===== src/rtl/pq_pkg.sv =====
package pq_pkg;

  // Index of each input in the synchronized event vector
  localparam int unsigned NUM_IN = 2;
  localparam int unsigned IDX_REF = 0;
  localparam int unsigned IDX_FB  = 1;

  // Race controller states
  typedef enum logic {
    ST_ARMED  = 1'b0,
    ST_TIMING = 1'b1
  } race_st_e;

endpackage


===== src/rtl/pq_edge_sync.sv =====
module pq_edge_sync #(
  parameter int unsigned SYNC_STAGES = 2
) (
  input  logic clk_i,
  input  logic rst_ni,
  input  logic async_i,
  output logic rise_o
);

  localparam int unsigned CHAIN_W = SYNC_STAGES + 1;

  logic [CHAIN_W-1:0] chain_q;
  logic [CHAIN_W-1:0] chain_d;

  always_comb begin
    chain_d = {chain_q[CHAIN_W-2:0], async_i};
  end

  always_ff @(posedge clk_i or negedge rst_ni) begin
    if (!rst_ni) begin
      chain_q <= '0;
    end else begin
      chain_q <= chain_d;
    end
  end

  // The last synchronizer stage is high and the extra history flop is low
  assign rise_o = chain_q[SYNC_STAGES-1] & ~chain_q[SYNC_STAGES];

endmodule


===== src/rtl/pq_race.sv =====
module pq_race
  import pq_pkg::*;
#(
  parameter int unsigned MAG_W = 6
) (
  input  logic             clk_i,
  input  logic             rst_ni,
  input  logic             rise_ref_i,
  input  logic             rise_fb_i,
  output logic             done_o,
  output logic             sign_o,
  output logic [MAG_W-1:0] mag_o,
  output logic             armed_o
);

  localparam logic [MAG_W-1:0] MAG_MAX = {MAG_W{1'b1}};
  localparam logic [MAG_W-1:0] MAG_ONE = MAG_W'(1);

  race_st_e         st_q, st_d;
  logic [MAG_W-1:0] cnt_q, cnt_d;
  logic             lead_fb_q, lead_fb_d;
  logic             done_q, done_d;
  logic             sign_q, sign_d;
  logic [MAG_W-1:0] mag_q, mag_d;
  logic             cnt_en, lead_en, res_en;
  logic             closing;

  // The closing event is the edge of whichever input did not start the run
  assign closing = lead_fb_q ? rise_ref_i : rise_fb_i;

  always_comb begin
    st_d      = st_q;
    cnt_d     = cnt_q;
    lead_fb_d = lead_fb_q;
    done_d    = 1'b0;
    sign_d    = sign_q;
    mag_d     = mag_q;
    cnt_en    = 1'b0;
    lead_en   = 1'b0;
    unique case (st_q)
      ST_ARMED: begin
        if (rise_ref_i && rise_fb_i) begin
          done_d = 1'b1;
          sign_d = 1'b0;
          mag_d  = '0;
        end else if (rise_ref_i || rise_fb_i) begin
          st_d      = ST_TIMING;
          lead_fb_d = rise_fb_i;
          lead_en   = 1'b1;
          cnt_d     = MAG_ONE;
          cnt_en    = 1'b1;
        end
      end
      ST_TIMING: begin
        if (closing) begin
          done_d = 1'b1;
          sign_d = lead_fb_q;
          mag_d  = cnt_q;
          st_d   = ST_ARMED;
          cnt_d  = '0;
          cnt_en = 1'b1;
        end else if (cnt_q != MAG_MAX) begin
          cnt_d  = cnt_q + MAG_ONE;
          cnt_en = 1'b1;
        end
      end
      default: st_d = ST_ARMED;
    endcase
    res_en = done_d;
  end

  always_ff @(posedge clk_i or negedge rst_ni) begin
    if (!rst_ni) begin
      st_q      <= ST_ARMED;
      cnt_q     <= '0;
      lead_fb_q <= 1'b0;
      done_q    <= 1'b0;
      sign_q    <= 1'b0;
      mag_q     <= '0;
    end else begin
      st_q   <= st_d;
      done_q <= done_d;
      if (cnt_en) begin
        cnt_q <= cnt_d;
      end
      if (lead_en) begin
        lead_fb_q <= lead_fb_d;
      end
      if (res_en) begin
        sign_q <= sign_d;
        mag_q  <= mag_d;
      end
    end
  end

  assign done_o  = done_q;
  assign sign_o  = sign_q;
  assign mag_o   = mag_q;
  assign armed_o = (st_q == ST_ARMED);

endmodule


===== src/rtl/pq_merge.sv =====
module pq_merge #(
  parameter int unsigned MAG_W = 6
) (
  input  logic             clk_i,
  input  logic             rst_ni,
  input  logic             done_i,
  input  logic             sign_i,
  input  logic [MAG_W-1:0] mag_i,
  output logic [MAG_W:0]   err_o,
  output logic             vld_o
);

  localparam int unsigned WORD_W = MAG_W + 1;

  logic [WORD_W-1:0] mag_ext;
  logic [WORD_W-1:0] err_d, err_q;
  logic              vld_q;

  always_comb begin
    mag_ext = {1'b0, mag_i};
    if (!done_i) begin
      err_d = '0;
    end else if (sign_i) begin
      err_d = ~mag_ext + WORD_W'(1);
    end else begin
      err_d = mag_ext;
    end
  end

  always_ff @(posedge clk_i or negedge rst_ni) begin
    if (!rst_ni) begin
      err_q <= '0;
      vld_q <= 1'b0;
    end else begin
      err_q <= err_d;
      vld_q <= done_i;
    end
  end

  assign err_o = err_q;
  assign vld_o = vld_q;

endmodule


===== src/rtl/phase_quant_top.sv =====
module phase_quant_top
  import pq_pkg::*;
#(
  parameter int unsigned MAG_W       = 6,
  parameter int unsigned SYNC_STAGES = 2
) (
  input  logic           clk_i,
  input  logic           rst_ni,
  input  logic           ref_i,
  input  logic           fb_i,
  output logic [MAG_W:0] err_o,
  output logic           err_vld_o
);

  logic [NUM_IN-1:0] in_vec;
  logic [NUM_IN-1:0] rise_vec;
  logic              race_done;
  logic              race_sign;
  logic [MAG_W-1:0]  race_mag;
  logic              race_armed;

  assign in_vec[IDX_REF] = ref_i;
  assign in_vec[IDX_FB]  = fb_i;

  for (genvar g = 0; g < NUM_IN; g++) begin : g_sync
    pq_edge_sync #(
      .SYNC_STAGES(SYNC_STAGES)
    ) sync_i (
      .clk_i  (clk_i),
      .rst_ni (rst_ni),
      .async_i(in_vec[g]),
      .rise_o (rise_vec[g])
    );
  end

  pq_race #(
    .MAG_W(MAG_W)
  ) race_i (
    .clk_i     (clk_i),
    .rst_ni    (rst_ni),
    .rise_ref_i(rise_vec[IDX_REF]),
    .rise_fb_i (rise_vec[IDX_FB]),
    .done_o    (race_done),
    .sign_o    (race_sign),
    .mag_o     (race_mag),
    .armed_o   (race_armed)
  );

  pq_merge #(
    .MAG_W(MAG_W)
  ) merge_i (
    .clk_i (clk_i),
    .rst_ni(rst_ni),
    .done_i(race_done),
    .sign_i(race_sign),
    .mag_i (race_mag),
    .err_o (err_o),
    .vld_o (err_vld_o)
  );

endmodule


===== config.mk =====
export PLATFORM = sky130hd
export DESIGN_NAME = phase_quant_top
export DESIGN_NICKNAME = d
export VERILOG_FILES = /design/src/rtl/pq_pkg.sv /design/src/rtl/pq_edge_sync.sv /design/src/rtl/pq_race.sv /design/src/rtl/pq_merge.sv /design/src/rtl/phase_quant_top.sv
export SDC_FILE = /design/constraint.sdc
export NUM_CORES = 1
export LEC_CHECK = 0
export BUFFER_PORTS_ARGS = -buffer_cell sky130_fd_sc_hd__buf_2
export CORE_MARGIN = 3
export CORE_UTILIZATION = 50
export CTS_CLUSTER_DIAMETER = 60
export DETAILED_ROUTE_END_ITERATION = 10
export GPL_TIMING_DRIVEN = 0
export PLACE_DENSITY = 0.69
export SLEW_MARGIN = 20
export SYNTH_ARGS = -nofsm -noshare
export SYNTH_HDL_FRONTEND = slang
export SYNTH_SLANG_ARGS = --single-unit

===== constraint.sdc =====
create_clock -name clk_i -period 5.22 [get_ports clk_i]
set_input_delay 0.522 -clock clk_i [delete_from_list [all_inputs] [get_ports clk_i]]
set_output_delay 0.522 -clock clk_i [all_outputs]
set_load 0.05 [all_outputs]

==> reports/qor.csv <==
metric,value,unit
post-place instance area,1400,um2
CTS Buf Count,5,
Final Max Tran Viols,0,
area of the multi-input gates,518,um2
CTS tree,yes,
RSZ-0062 raised after global routing,no,
final setup fails,0,
Yosys cell types,38,
DRT Pass-1 Iters,4,
crit path capture type,register,
global-route wire length before repair,3490,um
Max Cap Violations,0,
Worst-Margin Slew,0.617,ns
register area share after synthesis,57.1,%
Clock transition at path regs,0.09,ns
antenna violations before repair,0,
Setup CP Type,reg -> reg,
"EDFF count, synth",0,
post-detail-place hpwl,1470,um
DR vias,854,
Nets,137,
Compound-Gate Fraction of Synth Area,17.6,%
io pins,12,
fin crit share,36.6,%
routed len/inst,12.5,um
Port Buffers,11,
Fmax,524,MHz
Post-CTS Setup Bufs,0,
Via density,5.41,
xor and xnor area share after synthesis,2.67,%
# hold bufs at CTS,0,
Avg Inst Size Synth,11.8,um2
area share of fa/ha/maj cells after synthesis,3.81,%
LEAKAGE,0.745,nW
diodes inserted,0,
critical path peak fanout,4,
Hold Path Class,in -> async,
Site Rows,17,
DIE AREA,3280,um2
grt total ovfl,0,
FF+latch area,751,um2
clk_lat worst skew,0.32,ns
Yosys Warn Count,0,
Total GRT Usage,14.3,%
CTS sink cnt,30,
final instance area,1480,um2
Final Critical Period,1.91,ns
multiplexer share of the synthesized area,1.62,%
Syn Std Cell Area,1310,um2
Async SR Flop Fraction,100,%
ys flop type,dfrtp_1,
drt first-iter violations,14,
Pwr Density,488,nW/um2
htree depth,2,
clk buf depth,2,
CTS resizes,0,
fillcell total,179,
largest net degree at the start of global routing,31,
GP Congestion,0.910,
CP required,5.43,ns
synthesized net count,119,
core area,2340,um2
status,finished clean,
Cells after Synth,111,
"flops & latches, synth",30,
Die Height,57.3,um
max_slew headroom,58.8,%
via count of the first global-routing pass,846,
area growth from synthesis to layout,12.9,%
worst vdd ir,0.000293,V
Post-route DRC,0,
simple-gate share of the synthesized area,13.7,%
Antenna Nets Post-Route,0,
skew final,0.00563,ns
share of cells above drive strength 1,23.8,%
Worst Path Arrival,2.12,ns
Setup TNS Final,0,ns
floorplan die width,57.3,um
root buf cell,clkbuf_4,
Post-Route WL,1970,um
initial core utilization,56.1,%
largest family of logic cells by synthesized area,compound AO/OA/AOI/OAI gates,
Final Hold Fails,0,
CP startpoint kind,register,
[per-stage QoR]
stage | worst slack [ns] | cells | power (mW) | utilization [%] | hold WS (ns)
6_report | 3.31 | 158 | 0.723 | 63.4 | 0.202
5_1_grt | 3.20 | 158 | 0.772 | 63.4 | 0.251
4_1_cts | 3.31 | 158 | 0.732 | 63.4 | 0.222
3_5_place_dp | 3.32 | 150 | 0.564 | 60.0 | 0.339
3_3_place_gp | 3.32 | 150 | 0.556 | 60.0 | 0.333
2_1_floorplan | 3.55 | 111 | 0.508 | - | 0.226
[routing by layer]
| metal | global-route usage [%] | routed length, um |
|---|---|---|
| met4 | 8.61 | 48 |
| met1 | 15.8 | 894 |
| met3 | 5.20 | 95 |
| met5 | 0 | 0 |
| met2 | 23.3 | 932 |
[cell usage in the layout (no fill, tap or decap), types with 2 or more instances in the layout]
master    count
a21oi_1       4
a22o_1        6
a31oi_1       2
and2_1        6
buf_2        13
clkbuf_4      5
clkbuf_8      3
dfrtp_1      30
ha_1          4
inv_1         8
nand2_1       5
nand2b_1      2
nand3_1       2
nor2_1        5
nor3_1        3
o21ai_0       4
o31ai_1       2
xnor2_1       4
[cells by family (layout without fill, tap and decap cells)]
group / count (synthesis) / in the layout
buffers and inverters: 11 / 30
AOI/OAI and AO/OA: 29 / 29
xor gates and xnor gates: 4 / 4
muxes: 2 / 2
and+or+nand+nor: 31 / 31
adders and majority gates: 4 / 4
DFF: 30 / 30
[cells in the mapped netlist, types with 3 or more instances]
library cell,count,area share (%)
a22o_1,6,4.0
ha_1,4,3.8
xnor2_1,4,2.7
nand2_1,5,1.4
nor2_1,5,1.4
o21ai_0,4,1.5
inv_1,8,2.3
a21oi_1,4,1.5
nor3_1,3,1.1
and2_1,6,2.9
dfrtp_1,30,57
[worst paths after layout]
path                                                to  slack [ns]                        start  depth (start not counted)
setup / recovery                       race_i.cnt_q[0]        3.31  g_sync[0].sync_i.chain_q[2]                          6
hold / removal             g_sync[1].sync_i.chain_q[1]        0.20                       rst_ni                          1
setup reg to reg                       race_i.cnt_q[0]        3.31  g_sync[0].sync_i.chain_q[2]                          6
hold reg to reg            g_sync[1].sync_i.chain_q[1]        0.36  g_sync[1].sync_i.chain_q[0]                          0
max in group asynchronous              race_i.cnt_q[1]        4.61                       rst_ni                          1
min in group clk_i         g_sync[1].sync_i.chain_q[0]        0.30                         fb_i                          1
[state kept, by name, summed over array words and instances, names as in the netlist]
name                   count
merge_i.vld_o              1
merge_i.err_o              7
race_i.lead_fb_q           1
race_i.st_q                1
g_sync.sync_i.chain_q      6
race_i.mag_o               6
race_i.done_o              1
race_i.sign_o              1
race_i.cnt_q               6
[critical path, stage by stage, from the launching register on]
cell and delay, ns:
dfrtp_1 0.37, nand2b_1 0.17, ha_1 0.30, inv_1 0.05, o31ai_1 0.47, o21ai_1 0.13
a211o_1 0.31
[final cells by class]
class,instances,area share (%)
multi-input cells,70,34.9
well taps,28,2.36
inverters,8,2.03
flip-flops and latches,30,50.6
repair buffers,11,3.71
clock buffers,8,5.32
plain buffers,3,1.01
[report_power, final]
part           switching (mW)  total [mW]  leakage [nW]  internal (mW)
clock                  0.0749       0.167        0.0446         0.0919
combinational           0.147       0.246         0.307         0.0984
sequential             0.0349       0.310         0.393          0.276
total                   0.257       0.723         0.745          0.466
(Power assumes the default switching activity.)
